==> config.mk <==
export PLATFORM = sky130hd
export DESIGN_NAME = resultSeqDisplay
export DESIGN_NICKNAME = d
export VERILOG_FILES = /design/src/rtl/segseq_pkg.sv /design/src/rtl/seqTimer.sv /design/src/rtl/seqDatapath.sv /design/src/rtl/resultSeqDisplay.sv
export SDC_FILE = /design/constraint.sdc
export NUM_CORES = 1
export LEC_CHECK = 0
export BUFFER_PORTS_ARGS = -buffer_cell sky130_fd_sc_hd__buf_2
export CAP_MARGIN = 25
export CELL_PAD_IN_SITES_DETAIL_PLACEMENT = 1
export CELL_PAD_IN_SITES_GLOBAL_PLACEMENT = 2
export CORE_MARGIN = 5
export CORE_UTILIZATION = 30
export DETAILED_ROUTE_END_ITERATION = 12
export PLACE_DENSITY = 0.85
export SYNTH_ARGS = -nofsm -noshare
export SYNTH_HDL_FRONTEND = slang
export SYNTH_SLANG_ARGS = --single-unit
==> constraint.sdc <==
create_clock -name clk -period 4.8 [get_ports clk]
set_clock_uncertainty 0.15 [all_clocks]
set_input_delay 0.96 -clock clk [delete_from_list [all_inputs] [get_ports clk]]
set_output_delay 0.96 -clock clk [all_outputs]
set_load 0.02 [all_outputs]
==> src/rtl/segseq_pkg.sv <==
package segseq_pkg;

  typedef enum logic [1:0] {
    MODE_OFF   = 2'b00,
    MODE_ARITH = 2'b01,
    MODE_LIST  = 2'b10,
    MODE_IDLE  = 2'b11
  } dispMode_e;

  // strobes from the timing control to the datapath
  typedef struct packed {
    logic slotAdv;   // move to next digit
    logic secAdv;    // one display period elapsed
    logic restart;   // restart list position
  } seqStrobe_t;

  // active-high hex glyph, bit 0 = segment a ... bit 6 = segment g
  function automatic logic [6:0] hexGlyph(input logic [3:0] v);
    logic [6:0] g;
    case (v)
      4'h0: g = 7'h3F;
      4'h1: g = 7'h06;
      4'h2: g = 7'h5B;
      4'h3: g = 7'h4F;
      4'h4: g = 7'h66;
      4'h5: g = 7'h6D;
      4'h6: g = 7'h7D;
      4'h7: g = 7'h07;
      4'h8: g = 7'h7F;
      4'h9: g = 7'h6F;
      4'hA: g = 7'h77;
      4'hB: g = 7'h7C;
      4'hC: g = 7'h39;
      4'hD: g = 7'h5E;
      4'hE: g = 7'h79;
      default: g = 7'h71;
    endcase
    return g;
  endfunction

endpackage

==> src/rtl/seqTimer.sv <==
module seqTimer
  import segseq_pkg::*;
#(
  parameter int CLK_PER_SLOT = 12_500,
  parameter int CLK_PER_SEC  = 50_000_000
) (
  input  logic       clk,
  input  logic       rstN,
  input  logic       start,
  output seqStrobe_t strobe
);

  localparam int SLOT_W = (CLK_PER_SLOT > 1) ? $clog2(CLK_PER_SLOT) : 1;
  localparam int SEC_W  = (CLK_PER_SEC > 1) ? $clog2(CLK_PER_SEC) : 1;
  localparam logic [SLOT_W-1:0] SLOT_LAST = SLOT_W'(CLK_PER_SLOT - 1);
  localparam logic [SEC_W-1:0]  SEC_LAST  = SEC_W'(CLK_PER_SEC - 1);

  logic [SLOT_W-1:0] slotCnt;
  logic [SEC_W-1:0]  secCnt;

  always_ff @(posedge clk) begin
    if (!rstN) begin
      slotCnt <= '0;
    end else if (slotCnt == SLOT_LAST) begin
      slotCnt <= '0;
    end else begin
      slotCnt <= slotCnt + 1'b1;
    end
  end

  always_ff @(posedge clk) begin
    if (!rstN) begin
      secCnt <= '0;
    end else if (start || secCnt == SEC_LAST) begin
      secCnt <= '0;
    end else begin
      secCnt <= secCnt + 1'b1;
    end
  end

  always_comb begin
    strobe.slotAdv = (slotCnt == SLOT_LAST);
    strobe.secAdv  = (secCnt == SEC_LAST) && !start;
    strobe.restart = start;
  end


  sec_restart_chk: assert property (@(posedge clk) disable iff (!rstN)
    start |=> (secCnt == '0));


  sec_adv_gap_chk: assert property (@(posedge clk) disable iff (!rstN)
    strobe.secAdv |=> (secCnt == '0));

endmodule

==> src/rtl/seqDatapath.sv <==
module seqDatapath
  import segseq_pkg::*;
#(
  parameter int VAL_W    = 4,
  parameter int LIST_LEN = 7,
  parameter int DIGITS   = 4,
  parameter int CNT_W    = $clog2(LIST_LEN + 1)
) (
  input  logic                      clk,
  input  logic                      rstN,
  input  seqStrobe_t                strobe,
  input  logic [1:0]                mode,
  input  logic [VAL_W-1:0]          opA,
  input  logic [VAL_W-1:0]          opB,
  input  logic [VAL_W-1:0]          res,
  input  logic [CNT_W-1:0]          count,
  input  logic [LIST_LEN*VAL_W-1:0] listVals,
  output logic [DIGITS-1:0]         anodeN,
  output logic [6:0]                segN
);

  localparam int DSEL_W = (DIGITS > 1) ? $clog2(DIGITS) : 1;
  localparam logic [DSEL_W-1:0] DSEL_LAST = DSEL_W'(DIGITS - 1);
  localparam logic [DSEL_W-1:0] DSEL_B    = DSEL_W'(DIGITS - 2);

  logic [DSEL_W-1:0] digitSel;
  logic [CNT_W-1:0]  listIdx;
  logic [CNT_W:0]    nextIdx;
  logic              advance;
  logic [VAL_W-1:0]  listArr [LIST_LEN];
  logic [VAL_W-1:0]  curListVal;
  logic [VAL_W-1:0]  shownVal;
  logic              showDigit;
  dispMode_e         modeE;

  // unpack the list entries
  for (genvar g = 0; g < LIST_LEN; g++) begin : gUnpack
    assign listArr[g] = listVals[g*VAL_W +: VAL_W];
  end

  // digit scan position
  always_ff @(posedge clk) begin
    if (!rstN) begin
      digitSel <= '0;
    end else if (strobe.slotAdv) begin
      digitSel <= (digitSel == DSEL_LAST) ? '0 : digitSel + 1'b1;
    end
  end

  assign nextIdx = {1'b0, listIdx} + 1'b1;
  assign advance = (nextIdx < {1'b0, count});

  // list position, saturating at count-1
  always_ff @(posedge clk) begin
    if (!rstN) begin
      listIdx <= '0;
    end else if (strobe.restart) begin
      listIdx <= '0;
    end else if (strobe.secAdv && advance) begin
      listIdx <= nextIdx[CNT_W-1:0];
    end
  end

  always_comb begin
    if (int'(listIdx) < LIST_LEN) curListVal = listArr[listIdx];
    else                          curListVal = '0;
  end

  // digit content selection
  always_comb begin
    modeE     = dispMode_e'(mode);
    showDigit = 1'b0;
    shownVal  = '0;
    case (modeE)
      MODE_ARITH: begin
        if (digitSel == DSEL_LAST) begin
          showDigit = 1'b1;
          shownVal  = opA;
        end else if (digitSel == DSEL_B) begin
          showDigit = 1'b1;
          shownVal  = opB;
        end else if (digitSel == '0) begin
          showDigit = 1'b1;
          shownVal  = res;
        end
      end
      MODE_LIST: begin
        if (digitSel == DSEL_LAST) begin
          showDigit = 1'b1;
          shownVal  = VAL_W'(count);
        end else if (digitSel == '0 && count != '0) begin
          showDigit = 1'b1;
          shownVal  = curListVal;
        end
      end
      default: begin
        showDigit = 1'b0;
      end
    endcase
  end

  always_comb begin
    if (showDigit && rstN) begin
      anodeN = ~(DIGITS'(1) << digitSel);
      segN   = ~hexGlyph(4'(shownVal));
    end else begin
      anodeN = '1;
      segN   = '1;
    end
  end


  anode_onehot_chk: assert property (@(posedge clk) disable iff (!rstN)
    $countones(~anodeN) <= 1);


  digit_step_chk: assert property (@(posedge clk) disable iff (!rstN)
    strobe.slotAdv |=> (digitSel == (($past(digitSel) == DSEL_LAST) ? '0 : $past(digitSel) + 1'b1)));


  blank_seg_chk: assert property (@(posedge clk) disable iff (!rstN)
    (anodeN == '1) |-> (segN == '1));


  idx_restart_chk: assert property (@(posedge clk) disable iff (!rstN)
    strobe.restart |=> (listIdx == '0));


  idx_hold_chk: assert property (@(posedge clk) disable iff (!rstN)
    (!strobe.restart && !(strobe.secAdv && advance)) |=> $stable(listIdx));


  idx_step_chk: assert property (@(posedge clk) disable iff (!rstN)
    (strobe.secAdv && !strobe.restart && advance) |=> (listIdx == $past(listIdx) + 1'b1));

endmodule

==> src/rtl/resultSeqDisplay.sv <==
module resultSeqDisplay
  import segseq_pkg::*;
#(
  parameter int CLK_PER_SEC  = 50_000_000,
  parameter int CLK_PER_SLOT = 12_500,
  parameter int LIST_LEN     = 7,
  parameter int VAL_W        = 4,
  parameter int DIGITS       = 4,
  localparam int CNT_W       = $clog2(LIST_LEN + 1)
) (
  input  logic                      clk,
  input  logic                      rstN,
  input  logic                      start,
  input  logic [1:0]                mode,
  input  logic [VAL_W-1:0]          opA,
  input  logic [VAL_W-1:0]          opB,
  input  logic [VAL_W-1:0]          res,
  input  logic [CNT_W-1:0]          count,
  input  logic [LIST_LEN*VAL_W-1:0] listVals,
  output logic [DIGITS-1:0]         anodeN,
  output logic [6:0]                segN
);

  seqStrobe_t strobe;

  seqTimer #(
    .CLK_PER_SLOT(CLK_PER_SLOT),
    .CLK_PER_SEC (CLK_PER_SEC)
  ) u_timer (
    .clk   (clk),
    .rstN  (rstN),
    .start (start),
    .strobe(strobe)
  );

  seqDatapath #(
    .VAL_W   (VAL_W),
    .LIST_LEN(LIST_LEN),
    .DIGITS  (DIGITS),
    .CNT_W   (CNT_W)
  ) u_datapath (
    .clk     (clk),
    .rstN    (rstN),
    .strobe  (strobe),
    .mode    (mode),
    .opA     (opA),
    .opB     (opB),
    .res     (res),
    .count   (count),
    .listVals(listVals),
    .anodeN  (anodeN),
    .segN    (segN)
  );

endmodule

==> results of run 1 <==
metrics by stage:
| stage | setup WS [ns] | power (W) |
|---|---|---|
| floorplan | 0.233 | 0.000448 |
| global placement | 0.304 | 0.000487 |
| detailed placement | 0.209 | 0.000489 |
| CTS | 0.210 | 0.000779 |
| global route | 0.0534 | 0.000806 |
| finish | 0.260 | 0.000765 |
power by group through the flow:
stage          Clock (W)  Sequential, W  Combinational, W
2_1_floorplan          0       0.000387         0.0000615
3_3_place_gp           0       0.000387         0.0000994
3_5_place_dp           0       0.000387          0.000101
4_1_cts         0.000299       0.000379          0.000102
5_1_grt         0.000314       0.000380          0.000113
6_report        0.000286       0.000379          0.000100
critical path: stages, from the launching register on:
cell and delay (ns):
dfxtp_1 0.83, mux2i_1 0.16, mux4_2 0.52, o221a_2 0.27, or2_2 0.34, inv_1 0.10
ha_1 0.21, mux2i_1 0.08, or3_1 0.35, o211ai_1 0.08, buf_2 0.19
sequential cells by signal, indices dropped and copies added (netlist names):
| signal | flops |
|---|---|
| u_timer.slotCnt | 14 |
| u_timer.secCnt | 26 |
| u_datapath.digitSel | 2 |
| u_datapath.listIdx | 3 |
logic make-up after synthesis:
kind of cell / Yosys count / synth area share, %
XOR/XNOR: 37 / 11.2
multiplexers: 18 / 7.20
buffers and inverters: 32 / 5.25
AND/OR/NAND/NOR: 164 / 28.4
flip-flops: 45 / 31.2
AO/OA/AOI/OAI: 38 / 9.28
adder cells (fa/ha/maj): 17 / 7.38
repair_timing:
| action | CTS | global route |
|---|---|---|
| gates resized for setup | 0 | 1 |
| setup endpoints to repair | 0 | 3 |
| buffers inserted | 0 | 0 |
worst paths after layout:
path                                                          from                            end  slack (ns)  cells past startpoint
worst min register to register        u_timer.secCnt[0]$_SDFF_PP0_   u_timer.secCnt[0]$_SDFF_PP0_        0.32                      1
worst min-delay path                  u_timer.secCnt[0]$_SDFF_PP0_   u_timer.secCnt[0]$_SDFF_PP0_        0.32                      1
worst max register to register        u_timer.secCnt[9]$_SDFF_PP0_  u_timer.secCnt[21]$_SDFF_PP0_        1.84                      5
worst max-delay path            u_datapath.listIdx[1]$_SDFFE_PP0P_                        segN[5]        0.26                     10
area by class of cell:
type	instances	area (sq um)
clock buffers	5	68.8
clock inverters	2	38.8
fillers	1151	5950
inverters	15	56.3
multi-input cells	274	1840
flip-flops and latches	45	901
well taps	129	161
repair buffers	61	313
routing by layer:
layer | up-vias | global-route usage [%] | wire, um | share of wire, %
met4 | 0 | 2.98 | 57 | 0.77
met5 | - | 0 | 0 | 0
li1 | 1311 | - | - | -
met2 | 27 | 23.4 | 3660 | 50
met1 | 1203 | 16.2 | 3430 | 47
met3 | 5 | 2.03 | 206 | 2.8
synthesized netlist by cell type, drive strengths merged (4+ instances only):
cell type	instances
ha	17
xor2	23
a22oi	4
inv	15
nor2	59
or3	4
o211ai	5
mux2i	14
nor3	6
o21ai	7
dfxtp	45
clkbuf	11
xnor2	14
nand2b	7
and3	5
buf	6
nor2b	5
nand4	11
nand3b	5
nand2	27
a21oi	8
and4	5
nand3	17
==> out/metrics.cfg, run 1 <==
[synthesis]
synth_edf_count = 0
post_synth.cell_area_avg_sq_um = 8.22
synth_top_area_share_pct = 31.2
yosys.area.top_type = dfxtp_1
ys_seq_area_share_pct = 31.2
syn-cell-area_sq_mm = 0.00288
syn_inst = 351
syn_nets = 416
synthArstFlopShare_pct = 0
synth_area_leaders = dfxtp_1 31%, nor2_1 7.7%, ha_1 7.4%, xor2_1 7.0%, mux2i_1 4.9%
synth-seq-cells = 45
post_synth_num_cell_types = 47
yosysWarnings = 0
yosys_most_used_dff = dfxtp_1

[drt]
first_pass_iters = 4
detail-route-antenna-nets = 0
drc = 0
vias = 2546
wl_per_cell_um = 13.9
drtIter0Drc = 103
routed_wl_um = 7360
post_drt_via_cell_ratio = 4.79

[setup_path]
start_kind = flop
crit_type = reg -> out
critPathArrivalTime_ns = 3.43
cp_max_fo = 18
critPathRequiredTime_ns = 3.69
end_kind = output pin

[power_and_ir_drop]
max-vdd-ir-drop_mv = 0.189
powerDensity_mw_per_mm2 = 227
switching_share_pct = 24.8
power.share.sequential_pct = 49.5
p_int_w = 0.000575
power.leakage_nw = 1.30
p_sw_w = 0.000189
power_frac_comb_pct = 13.1
p_clk_share_pct = 37.4

[floorplan]
die_h_um = 108
row_count = 35
ios = 59
die-area_sq_mm = 0.0117
die_x_um = 108
core_area_sq_mm = 0.00933
start_util_pct = 30.9

[cts]
cts_tree = yes
clk_latency_ns = 0.30
path_clk_slew_ns = 0.09
ctsHoldBuffers = 0
tritoncts.num_buffers = 5
cts_buffer_depth = 2
clock-sinks = 45
htree_levels = 2
clock_tree.root_cell = clkbuf_8

[grt]
grt_pass1_wl_um = 12600
gr-total-overflow = 0
grt_max_degree = 27
track_usage_pct = 13.0
antenna_found_initial = 0
grt_pass1_vias = 2733

[sta]
whs_ns = 0.323
final_max_slew_viol_count = 0
tightestPinTransition_ns = 0.904
finalCritPeriodShare_pct = 94.6
period_minus_slack_ns = 4.54
maxSlewHeadroom_pct = 39.8
setup_viol = 0
setup_tns_ns = 0
finalHoldViolCount = 0
fmax_mhz = 220
rsz0062_at_grt = false

[cells_and_area]
drive_above_1_share_pct = 19.7
post-route-util_pct = 36.2
synthToLayoutAreaGrowth_pct = 17.0
layout_commonest_cell = nor2_1
nets = 467
n_antenna_cell = 0
final-instance-count-excl-fill = 531
final_cell_mix = 59 x nor2_1, 58 x buf_2, 45 x dfxtp_1
fin_area_sq_mm = 0.00338

[run_status]
status = finished clean

[place]
place_congestion = 0.799
portBuffers = 58
dpl.hpwl_um = 5720
postPlaceCellArea_sq_mm = 0.00326
dp.cells = 524

[hold_path]
min_path_type = reg -> reg

[run]
maxCapViolCount = 0

No activity file was read; power rests on OpenSTA's default activity.
==> run 2, diff against run 1 <==
--- a/config.mk
+++ b/config.mk
@@ -12,7 +12,8 @@
 export CORE_MARGIN = 5
 export CORE_UTILIZATION = 30
 export DETAILED_ROUTE_END_ITERATION = 12
-export PLACE_DENSITY = 0.85
+export PLACE_DENSITY = 0.84
 export SYNTH_ARGS = -nofsm -noshare
 export SYNTH_HDL_FRONTEND = slang
+export SYNTH_HIERARCHICAL = 1
 export SYNTH_SLANG_ARGS = --single-unit
==> out/metrics.cfg, run 2 <==
[cts]
cts_buffer_depth = 2
clk_latency_ns = 0.30
htree_levels = 2
tritoncts.num_buffers = 5
cts_setup_buffers = 0
cts_tree = yes
clock-sinks = 45
path_clk_slew_ns = 0.08
clock_tree.root_cell = clkbuf_8

[floorplan]
die-area_sq_mm = 0.0126
die_x_um = 112
core_area_sq_mm = 0.0102
ios = 59
row_count = 37
start_util_pct = 30.6
die_h_um = 112

[power_and_ir_drop]
power.leakage_nw = 1.38
powerDensity_mw_per_mm2 = 215
max-vdd-ir-drop_mv = 0.114
finalPower_w = 0.000787

[synthesis]
netlist_top_cells_count = 45 x dfxtp_1, 40 x nor2_1, 19 x inv_1, 19 x nand2_1
synth_edf_count = 0
post_synth.cell_area_avg_sq_um = 8.44
post-synth-top-count-cell = dfxtp_1
synth_top_area_share_pct = 28.8
yosys.area.top_type = dfxtp_1
syn_inst = 371
ys_seq_area_share_pct = 28.8
post_synth_num_cell_types = 72
synth-seq-cells = 45
synthArstFlopShare_pct = 0
synth_area_leaders = dfxtp_1 29%, ha_1 6.8%, nor2_1 4.8%, xor2_1 4.5%, mux2i_1 2.9%
syn-cell-area_sq_mm = 0.00313
syn_nets = 436
yosysWarnings = 6
yosys_most_used_dff = dfxtp_1

[grt]
grt_max_degree = 18
grt_use_met3_pct = 2.53
gr-total-overflow = 0
busiest_layer = met2
antenna_found_initial = 0
grt_use_met2_pct = 24.2
track_usage_pct = 13.6
grt_pass1_wl_um = 14600
grtUsageMet1_pct = 17.0
grt_pass1_vias = 3051

[sta]
setup_viol = 0
period_minus_slack_ns = 4.56
rsz0062_at_grt = false
final_max_slew_viol_count = 0
finalHoldViolCount = 0
maxSlewHeadroom_pct = 41.1
fin_ws_ns = 0.236
fmax_mhz = 219
tightestPinTransition_ns = 0.878
setup_tns_ns = 0
finalCritPeriodShare_pct = 95.1
whs_ns = 0.306

[setup_path]
critPathArrivalTime_ns = 3.45
crit_start = count[2]
worst-r2r-cell-count = 6
start_kind = input port
end_kind = output pin
cp_max_fo = 6
crit_type = in -> out
r2r-end = u_timer/secCnt[23]$_SDFF_PP0_
setup.worst_path.end = segN[3]
r2r_setup_slack_ns = 2.21
crit_path_top_delay_cell = o311ai_1
critPathMaxStageDelay_ns = 0.63
critPathRequiredTime_ns = 3.69
cp_cell_sequence = buf_2 > o311ai_1 > nor3b_2 > a311o_1 > nand2b_1 > inv_1 > ha_1 > inv_1 > a21oi_1 > a311oi_1 > o31ai_1 > buf_2
timing.rr.start = u_timer/secCnt[0]$_SDFF_PP0_

[cells_and_area]
post-route-util_pct = 35.8
drive_above_1_share_pct = 21.4
largest_register = u_timer/secCnt
n_antenna_cell = 0
synthToLayoutAreaGrowth_pct = 16.9
final_cell_mix = 58 x buf_2, 45 x dfxtp_1, 40 x nor2_1
layout_commonest_cell = buf_2
largestRegisters = u_timer/secCnt x26, u_timer/slotCnt x14, u_datapath/listIdx x3
nets = 490
largest_reg_flops = 26

[drt]
first_pass_iters = 4
routed_wl_um = 8610
vias = 2906
post_drt_via_cell_ratio = 5.17
drc = 0
wl_per_cell_um = 15.3
detail-route-antenna-nets = 0
drtIter0Drc = 135

[place]
dpl.hpwl_um = 6880
portBuffers = 58
place_congestion = 0.824
dp_worst_setup_slack_ns = 0.246

[run_status]
status = finished clean

[run]
maxCapViolCount = 0

[hold_path]
min_path_type = reg -> reg

-- run 2: cell types whose count changed after synthesis, sizes merged, moves of 6 or more --
cell / before / now
o21ai: 7 / 13
and2: 1 / 7
nand2: 27 / 20
xor2: 23 / 16
or3: 4 / 12
a21oi: 8 / 19
nor2: 59 / 40
o31ai: 1 / 7
-- run 2: timing repair --
action	CTS	global route
gates resized for setup	0	1
setup endpoints to repair	0	2
hold buffers	0	0
-- run 2: how the worst min path moves through the flow --
| stage | start | end | slack, ns | cells past startpoint |
|---|---|---|---|---|
| final | u_timer/slotCnt[0]$_SDFF_PP0_ | u_timer/slotCnt[0]$_SDFF_PP0_ | 0.31 | 1 |
| after global routing | u_timer/slotCnt[0]$_SDFF_PP0_ | u_timer/slotCnt[0]$_SDFF_PP0_ | 0.33 | 1 |
| after CTS | u_timer/slotCnt[0]$_SDFF_PP0_ | u_timer/slotCnt[0]$_SDFF_PP0_ | 0.31 | 1 |
| after detailed placement | u_timer/slotCnt[0]$_SDFF_PP0_ | u_timer/slotCnt[0]$_SDFF_PP0_ | 0.29 | 1 |
| after global placement | u_timer/slotCnt[0]$_SDFF_PP0_ | u_timer/slotCnt[0]$_SDFF_PP0_ | 0.27 | 1 |
| after floorplan | u_timer/slotCnt[0]$_SDFF_PP0_ | u_timer/slotCnt[0]$_SDFF_PP0_ | 0.26 | 1 |
-- run 2: where the power goes --
| part | internal, W | switching (W) |
|---|---|---|
| sequential | 0.000376 | 0.00000291 |
| clock | 0.000169 | 0.000132 |
| combinational | 0.0000467 | 0.0000602 |
| total | 0.000592 | 0.000195 |
-- run 2: area by class of cell --
class                      count  area, sq um
clock buffer                   6         82.6
timing repair buffer          63          328
clock inverter                 2         37.5
sequential                    45          901
multi-input combinational    291         2070
fill                        1237         6570
inverter                      19         71.3
tap                          136          170
-- run 2: worst max-delay path: cells and delay by family --
kind | cells | cell delay [ns]
buffers and inverters | 4 | 0.50
AND/OR/NAND/NOR | 2 | 0.30
adder cells (fa/ha/maj) | 1 | 0.26
AO/OA/AOI/OAI | 5 | 1.42
-- run 2: logic make-up (layout without fill, tap and decap cells) --
group                    count (synthesis)  after routing  share of synthesized area (%)
AND/OR/NAND/NOR                        166            166                           31.2
AO/OA/AOI/OAI                           72             72                           17.0
flip-flops                              45             45                           28.8
buffers and inverters                   35             90                           5.31
XOR/XNOR                                25             25                           6.99
adder cells (fa/ha/maj)                 17             17                           6.79
multiplexers                            11             11                           3.96
-- run 2: per-layer routing --
layer	part of all wire (%)	vias to the layer above
met5	0	-
met4	1.5	0
met3	4.7	9
met2	48	56
met1	46	1387
li1	-	1454
-- run 2: through the flow --
stage | std cells | instance area (sq um)
after global routing | 562 | 3660
after global placement | 554 | 3530
after floorplan | 371 | 3130
after CTS | 562 | 3650
after detailed placement | 554 | 3530
final | 562 | 3660
